<file path="config.mk">
export PLATFORM = sky130hd
export DESIGN_NAME = win_wdog_ctrl
export DESIGN_NICKNAME = d
export VERILOG_FILES = /design/src/rtl/wdog_pkg.sv /design/src/rtl/wdog_tick_counter.sv /design/src/rtl/wdog_boot_flag.sv /design/src/rtl/wdog_seq_fsm.sv /design/src/rtl/win_wdog_ctrl.sv
export SDC_FILE = /design/constraint.sdc
export NUM_CORES = 1
export LEC_CHECK = 0
export BUFFER_PORTS_ARGS = -buffer_cell sky130_fd_sc_hd__buf_2
export CAP_MARGIN = 25
export CORE_ASPECT_RATIO = 0.9
export CORE_UTILIZATION = 30
export CTS_CLUSTER_DIAMETER = 50
export DETAILED_ROUTE_END_ITERATION = 8
export SYNTH_ARGS = -nofsm -noshare
export SYNTH_HDL_FRONTEND = slang
export SYNTH_HIERARCHICAL = 1
export SYNTH_SLANG_ARGS = --single-unit
</file>
<file path="constraint.sdc">
create_clock -name clk -period 4 [get_ports clk]
set_input_delay 0.8 -clock clk [delete_from_list [all_inputs] [get_ports clk]]
set_output_delay 0.8 -clock clk [all_outputs]
set_load 0.01 [all_outputs]
</file>
<file path="src/rtl/wdog_pkg.sv">
package wdog_pkg;
    typedef enum logic [1:0] {
        ST_POR   = 2'd0,
        ST_OFF   = 2'd1,
        ST_ARMED = 2'd2,
        ST_BITE  = 2'd3
    } wdog_state_e;
endpackage

</file>
<file path="src/rtl/wdog_tick_counter.sv">
module wdog_tick_counter #(
    parameter int CW = 4
) (
    input  logic          clk,
    input  logic          rst_n,
    input  logic          restart,
    output logic [CW-1:0] count
);
    localparam logic [CW-1:0] CMAX = {CW{1'b1}};

    // Counts edges since the last restart; value 1 on the first edge after it.
    always_ff @(posedge clk or negedge rst_n) begin
        if (!rst_n) begin
            count <= CW'(1);
        end else if (restart) begin
            count <= CW'(1);
        end else if (count != CMAX) begin
            count <= count + CW'(1);
        end
    end
endmodule

</file>
<file path="src/rtl/wdog_boot_flag.sv">
module wdog_boot_flag (
    input  logic clk,
    input  logic rst_n,
    input  logic set_evt,
    input  logic rd_clr,
    output logic warm
);
    always_ff @(posedge clk or negedge rst_n) begin
        if (!rst_n) begin
            warm <= 1'b0;
        end else if (set_evt) begin
            warm <= 1'b1;
        end else if (rd_clr) begin
            warm <= 1'b0;
        end
    end

    // a bite sets the flag, a read without a bite clears it
    assert_flag_set_R8: assert property (@(posedge clk) disable iff (!rst_n)
        set_evt |=> warm);
    assert_flag_clear_R8: assert property (@(posedge clk) disable iff (!rst_n)
        (rd_clr && !set_evt) |=> !warm);
    assert_flag_hold_R8: assert property (@(posedge clk) disable iff (!rst_n)
        (!rd_clr && !set_evt) |=> $stable(warm));
endmodule

</file>
<file path="src/rtl/wdog_seq_fsm.sv">
module wdog_seq_fsm
    import wdog_pkg::*;
#(
    parameter int POR_CYCLES = 6,
    parameter int WIN_MIN    = 4,
    parameter int WIN_MAX    = 10,
    parameter int RST_WIDTH  = 5,
    parameter int CW         = 4
) (
    input  logic          clk,
    input  logic          rst_n,
    input  logic          wr_stb,
    input  logic          wr_bit,
    input  logic [CW-1:0] count,
    output logic          restart,
    output logic          bite,
    output logic          host_rst_n
);
    localparam logic [CW-1:0] C_POR  = CW'(POR_CYCLES);
    localparam logic [CW-1:0] C_MIN  = CW'(WIN_MIN);
    localparam logic [CW-1:0] C_MAX  = CW'(WIN_MAX);
    localparam logic [CW-1:0] C_BITE = CW'(RST_WIDTH);

    wdog_state_e st, nxt;
    logic        svc_ok;

    // state register
    always_ff @(posedge clk or negedge rst_n) begin
        if (!rst_n) begin
            st <= ST_POR;
        end else begin
            st <= nxt;
        end
    end

    // next state and counter control
    always_comb begin
        nxt    = st;
        svc_ok = 1'b0;
        unique case (st)
            ST_POR: begin
                if (count == C_POR) nxt = ST_OFF;
            end
            ST_OFF: begin
                if (wr_stb && wr_bit) nxt = ST_ARMED;
            end
            ST_ARMED: begin
                if (wr_stb && !wr_bit) begin
                    nxt = ST_OFF;
                end else if (wr_stb) begin
                    if (count < C_MIN) nxt = ST_BITE;
                    else               svc_ok = 1'b1;
                end else if (count >= C_MAX) begin
                    nxt = ST_BITE;
                end
            end
            ST_BITE: begin
                if (count == C_BITE) nxt = ST_OFF;
            end
            default: nxt = ST_POR;
        endcase
        restart = svc_ok || (nxt != st);
        bite    = (st == ST_ARMED) && (nxt == ST_BITE);
    end

    // outputs
    always_comb begin
        host_rst_n = !((st == ST_POR) || (st == ST_BITE));
    end

    assert_por_hold_R1: assert property (@(posedge clk) disable iff (!rst_n)
        (st == ST_POR && count < C_POR) |=> (st == ST_POR));
    assert_off_quiet_R3: assert property (@(posedge clk) disable iff (!rst_n)
        (st == ST_OFF) |=> (st != ST_BITE));
    assert_svc_restart_R4: assert property (@(posedge clk) disable iff (!rst_n)
        (st == ST_ARMED && wr_stb && wr_bit && count >= C_MIN)
        |=> (st == ST_ARMED && count == CW'(1)));
    assert_early_bite_R5: assert property (@(posedge clk) disable iff (!rst_n)
        (st == ST_ARMED && wr_stb && wr_bit && count < C_MIN) |=> !host_rst_n);
    assert_late_bite_R6: assert property (@(posedge clk) disable iff (!rst_n)
        (st == ST_ARMED && !wr_stb && count >= C_MAX) |=> !host_rst_n);
    assert_bite_width_R7: assert property (@(posedge clk) disable iff (!rst_n)
        (st == ST_BITE && count < C_BITE) |=> (st == ST_BITE));
    assert_bite_ends_off_R9: assert property (@(posedge clk) disable iff (!rst_n)
        (st == ST_BITE && count == C_BITE) |=> (st == ST_OFF));
endmodule

</file>
<file path="src/rtl/win_wdog_ctrl.sv">
module win_wdog_ctrl #(
    parameter int POR_CYCLES = 6,
    parameter int WIN_MIN    = 4,
    parameter int WIN_MAX    = 10,
    parameter int RST_WIDTH  = 5
) (
    input  logic clk,
    input  logic supply_rst_n,
    input  logic wr_stb,
    input  logic wr_bit,
    input  logic rd_stb,
    output logic host_rst_n,
    output logic warm_boot
);
    localparam int BIG1 = (POR_CYCLES > WIN_MAX) ? POR_CYCLES : WIN_MAX;
    localparam int BIG  = (BIG1 > RST_WIDTH) ? BIG1 : RST_WIDTH;
    localparam int CW   = $clog2(BIG + 2);

    // window ordering is checked at elaboration
    if (!(WIN_MIN >= 1 && WIN_MIN < WIN_MAX)) begin : g_bad_window
        $error("win_wdog_ctrl: need 1 <= WIN_MIN < WIN_MAX");
    end

    logic [CW-1:0] count;
    logic          restart;
    logic          bite;

    wdog_tick_counter #(.CW(CW)) u_cnt (
        .clk     (clk),
        .rst_n   (supply_rst_n),
        .restart (restart),
        .count   (count)
    );

    wdog_seq_fsm #(
        .POR_CYCLES (POR_CYCLES),
        .WIN_MIN    (WIN_MIN),
        .WIN_MAX    (WIN_MAX),
        .RST_WIDTH  (RST_WIDTH),
        .CW         (CW)
    ) u_fsm (
        .clk        (clk),
        .rst_n      (supply_rst_n),
        .wr_stb     (wr_stb),
        .wr_bit     (wr_bit),
        .count      (count),
        .restart    (restart),
        .bite       (bite),
        .host_rst_n (host_rst_n)
    );

    wdog_boot_flag u_flag (
        .clk     (clk),
        .rst_n   (supply_rst_n),
        .set_evt (bite),
        .rd_clr  (rd_stb),
        .warm    (warm_boot)
    );

    assert_warm_with_pulse_R8: assert property (@(posedge clk) disable iff (!supply_rst_n)
        (host_rst_n && !warm_boot) ##1 !host_rst_n |-> warm_boot);
endmodule

</file>
==> results.toml, run 1 <==
[outcome]
status = "complete, no violations"

[setup_path]
cp.arrival_ns = 2.48
crit_type = "register to register"
crit_family = "compound AO/OA/AOI/OAI gates"
required_ns = 4.17
setup.worst_path.start_class = "register"
path_buf_inv = 1
cp_num_cells = 7
cp_slowest_stage_delay_ns = 0.47
cp_slowest_cell = "dfrtp_1"
r2r_cells = 7
crit_path_cell_trace = "inv_1 -> ha_1 -> a2111oi_4 -> a221o_1 -> a211o_1 -> nand2b_1 -> mux2i_1"
cp-end-kind = "register"
critical_path.max_fanout = 10

[synth]
syn_nets = 81
yosysTopAreaCellShare_pct = 22.3
synth_warnings = 6
ys_top_cells_by_area = "dfrtp_1, ha_1, mux2i_1"
ys_ff_latch = 7
syn_area_per_cell_um2 = 9.50
synth_cell_types = 41
synthArstFlopShare_pct = 100
dominantRegCellSynth = "dfrtp_1"
synth-edff-count = 0
synth-seq-area-share_pct = 26.2
syn_area_um2 = 674
yosys.area.top_type = "dfrtp_1"
syn_inst = 71

[placed_design]
gp_congestion = 0.898
hpwl_um = 1030
port_buffers = 6

[floorplanning]
die_h_um = 47.0
core_mm2 = 0.00201
start_util_pct = 33.6
fp-row-count = 15
fp.dieArea_mm2 = 0.00244
die_w_um = 52.0
num_io_pins = 7

[sta]
rsz0062_at_grt = "no"
setup_viol = 0
slew_headroom_pct = 71.6
clock_skew_ns = 0.00424
worst_pin_slew_ns = 0.420
finalSetupTns_ns = 0
fin_crit_sh_pct = 57.8
min_period_ns = 2.31
slew_violations = 0
max_freq_mhz = 433
hold_violations = 0

[global_route]
antenna_found_initial = 0
grt_pass1_vias = 525
grt_use_total_pct = 14.2
grt_max_degree = 12
grt_pass1_wl_um = 2440
grt_overflow = 0

[power]
p_int_mw = 0.307
finalPower_mw = 0.573
power_frac_seq_pct = 29.4
peakVddDrop_v = 0.000256
pwr-share-comb_pct = 59.4
p_per_area_mw_per_mm2 = 762
clkPwrFrac_pct = 11.2
swShare_pct = 46.4
p_leak_nw = 0.344
switchingPower_mw = 0.266

[final_layout]
antenna_cells = 0
fillers = 200
drive_above_1_share_pct = 26.6
final_nets = 90
syn_to_final_growth_pct = 11.5

[clock_tree]
h-tree-depth = 1
cts_resized = 0
clk_root_buffer_cell = "clkbuf_4"
clk-insertion-delay-late_ns = 0.25
clock-sinks = 7
cts_setup_buffers = 0
clk_pin_slew_ns = 0.05
clock_path_buffers = 2
ctsHoldBuffers = 0
cts_buffers = 3
cts_tree = "built"

[route]
routed-wl-met2_um = 634
wl_per_cell_um = 13.4
drt_iter0_drc = 26
met1_length_um = 650
top_layer = "met4"
via_per_inst = 5.58
routed_wl_um = 1390
first_pass_iters = 4
antenna_left = 0
via_count = 580
wl_met3_um = 98
drc = 0

[job]
maxCapViolations = 0

[min_path]
hold_class = "input port to async pin"
## sequential cells by signal, summed over array words and instances (netlist names)
signal       count
u_fsm/st         2
u_cnt/count      4
u_flag/warm      1
## power by group through the flow
stage / Sequential (mW) / Clock, mW / Combinational, mW
3_3_place_gp: 0.168 / 0 / 0.335
5_1_grt: 0.178 / 0.0707 / 0.376
6_report: 0.169 / 0.0641 / 0.341
4_1_cts: 0.168 / 0.0677 / 0.339
3_5_place_dp: 0.169 / 0 / 0.337
2_1_floorplan: 0.150 / 0 / 0.286
## cell usage in the layout, fill, tap and decap left out, types with 2 or more instances in the layout
cell      netlist  final
clkbuf_4        0      3
inv_1           4      4
nor2_1          6      6
mux2i_1         3      3
nand2_1         2      2
a211oi_2        2      2
a21oi_1         2      2
nor2b_1         2      2
ha_1            5      5
buf_2           1      6
dfrtp_1         6      6
nor3_2          2      2
nand2b_1        4      4
a21o_1          2      2
o21ai_0         2      2
and3_1          2      2
## Yosys cell counts (all sizes together) (2+ instances only)
| master | n |
|---|---|
| nor2 | 6 |
| a211oi | 3 |
| nand2b | 4 |
| a211o | 2 |
| and3 | 3 |
| mux2i | 3 |
| nand2 | 2 |
| nor4bb | 2 |
| a21o | 2 |
| a21oi | 2 |
| nor2b | 2 |
| o21ai | 2 |
| dfrtp | 6 |
| inv | 5 |
| ha | 5 |
| nor3 | 3 |
## per-layer routing
layer,vias to the layer above,global-route usage [%]
li1,285,-
met1,267,18.6
met2,26,21.0
met3,2,3.24
met4,0,9.19
met5,-,0
## stage by stage
stage               hold slack (ns)  setup slack (ns)  cell area [um2]  utilization (%)  instances
CTS                           0.365              1.71              752             37.4        104
floorplan                     0.504              1.98              674                -         71
detailed placement            0.471              1.72              726             36.1        100
global placement              0.460              1.76              726             36.1        100
global route                  0.374              1.53              752             37.4        104
finish                        0.368              1.69              752             37.4        104
## cells by family after synthesis
family / Yosys count / share of synthesized area, %
adders and majority gates: 5 / 9.28
and+or+nand+nor: 27 / 26.9
DFF: 7 / 26.2
muxes: 3 / 4.45
AOI/OAI and AO/OA: 22 / 28.9
buffers and inverters: 7 / 4.26
## final cells by class
cell class	count	area (um2)	area share [%]
multi-input cells	57	469	62.4
flip-flops and latches	7	176	23.5
well taps	25	31.3	4.16
repair buffers	6	30.0	3.99
clock buffers	4	26.3	3.49
inverters	5	18.8	2.50
## worst register-to-register path, stage by stage (launching register included)
cell	delay (ns)
dfrtp_1	0.47
inv_1	0.18
ha_1	0.45
a2111oi_4	0.11
a221o_1	0.36
a211o_1	0.35
nand2b_1	0.17
mux2i_1	0.14
## final timing paths
check | startpoint | end | slack, ns
setup / recovery | u_fsm/st[1] | u_cnt/count[1] | 1.69
hold / removal | supply_rst_n | u_fsm/st[1] | 0.37
setup reg to reg | u_fsm/st[1] | u_cnt/count[1] | 1.69
hold reg to reg | u_flag/warm | u_flag/warm | 0.48
max in group asynchronous | supply_rst_n | u_cnt/count[0] | 3.40
min in group clk | u_flag/warm | u_flag/warm | 0.48
Power figures use the tool's default switching activity.
==> run 2: changes to the inputs <==
clock period = 1.9 ns   (was 4 ns; I/O delays follow)
==> results.toml, run 2 (synthesized netlist as in run 1, its figures left out) <==
[outcome]
status = "complete, no violations"

[floorplanning]
core_mm2 = 0.00201
fp.dieArea_mm2 = 0.00244
start_util_pct = 33.6
die_w_um = 52.0
die_h_um = 47.0
num_io_pins = 7
fp-row-count = 15

[route]
via_per_inst = 5.31
antenna_left = 0
via_count = 648
drc = 0
drt_iter0_drc = 11
wl_per_cell_um = 14.4
routed_wl_um = 1760
first_pass_iters = 4

[setup_path]
cp-end-kind = "register"
crit_type = "register to register"
cp.arrival_ns = 2.00
required_ns = 2.04
critical_path.max_fanout = 10
crit_path_cell_trace = "o211a_1 -> a211o_2 -> o22ai_2 -> a211o_1 -> nand2b_4 -> mux2i_1"
cp_slowest_stage_delay_ns = 0.48
setup.worst_path.start_class = "register"
cp_slowest_cell = "dfrtp_2"

[final_layout]
multi_input_area_um2 = 551
syn_to_final_growth_pct = 46.8
final_cell_mix = "buf_4, buf_2, nor2_1"
largest_register_ffs = 4
seq_area_um2 = 183
regMostFlops = "u_cnt/count"
drive_above_1_share_pct = 55.7
fillers = 179
fin_util_pct = 49.3
final_nets = 108
mostFrequentLayoutCell = "buf_4"
largestRegisters = "u_cnt/count (4), u_fsm/st (2), u_flag/warm (1)"
antenna_cells = 0

[sta]
max_freq_mhz = 538
slew_headroom_pct = 73.5
setup_viol = 0
worst_pin_slew_ns = 0.392
rsz0062_at_grt = "yes"
setup_ws_ns = 0.0401
min_period_ns = 1.86
slew_violations = 0
fin_crit_sh_pct = 97.9
hold_violations = 0
clock_skew_ns = 0.00584

[power]
p_per_area_mw_per_mm2 = 1750
finalPower_mw = 1.73
peakVddDrop_v = 0.000798
p_leak_nw = 0.442

[global_route]
grt_max_degree = 11
antenna_found_initial = 0
grt_pass1_wl_um = 2790
grt_overflow = 0
grt_pass1_vias = 601
grt_use_total_pct = 16.0

[placed_design]
place_ws_ns = -0.0202
gp_congestion = 0.893
hpwl_um = 1300
port_buffers = 6

[clock_tree]
h-tree-depth = 1
clk_root_buffer_cell = "clkbuf_4"
clock-sinks = 7
cts_buffers = 3
cts_tree = "built"
clk_pin_slew_ns = 0.06
clk-insertion-delay-late_ns = 0.26
clock_path_buffers = 2

[min_path]
hold_class = "input port to register"

[job]
maxCapViolations = 0
==> run 2: cell count changes in the layout (fill, tap and decap cells not counted), sizes merged <==
cell and change:
buf +17, dlygate4sd3 +1
==> run 2: repair_timing <==
action                                  4_1_cts  5_1_grt
gates cloned                                  0        0
endpoints found under the hold margin         6        0
hold buffers                                  1        0
setup buffers                                 0        3
pin swaps                                     1        5
gates resized for setup                       6       17
endpoints found under the setup margin        3        4
==> run 2: area by class of cell <==
cell class                      count  share of cell area, %
Timing Repair Buffer               24                   17.7
Inverter                            5                   2.40
Multi-Input combinational cell     57                   55.6
Sequential cell                     7                   18.5
Clock buffer                        4                   2.65
Tap cell                           25                   3.16
==> run 2: worst paths after layout <==
kind | start | end | slack, ns | cells past startpoint
max in group asynchronous | supply_rst_n | u_cnt/count[0] | 1.16 | 2
setup / recovery | u_cnt/count[3] | u_cnt/count[1] | 0.04 | 6
hold / removal | rd_stb | u_flag/warm | 0.38 | 3
hold reg to reg | u_flag/warm | u_flag/warm | 0.48 | 1
setup reg to reg | u_cnt/count[3] | u_cnt/count[1] | 0.04 | 6
min in group asynchronous | supply_rst_n | u_flag/warm | 0.49 | 2
==> run 2: per-layer routing <==
layer | share of wire (%) | global-route usage, % | wire (um) | vias to the layer above
met4 | 0 | 2.16 | 0 | 0
li1 | - | - | - | 321
met1 | 48 | 22.4 | 842 | 317
met5 | 0 | 0 | 0 | -
met3 | 3.0 | 6.15 | 53 | 0
met2 | 49 | 23.8 | 866 | 10
==> run 2: critical path, delay by kind of cell (launching register included) <==
kind	cells	cell delay (ns)
simple gates	1	0.16
mux	1	0.06
flops	1	0.48
compound gates	4	1.02
==> run 2: per-stage QoR <==
step / hold WS [ns] / cells / setup TNS, ns / instance area [um2]
detailed placement: 0.232 / 114 / -0.0458 / 832
CTS: 0.385 / 119 / -0.000788 / 896
global placement: 0.235 / 114 / 0 / 832
global route: 0.376 / 122 / -0.0409 / 990
floorplan: 0.0844 / 71 / 0 / 681
finish: 0.378 / 122 / 0 / 990
==> run 2: power by group <==
group          total (mW)  switching, mW  internal (mW)
Clock               0.143         0.0623         0.0806
Sequential          0.330         0.0986          0.232
Combinational        1.26          0.563          0.693
Total                1.73          0.724           1.01
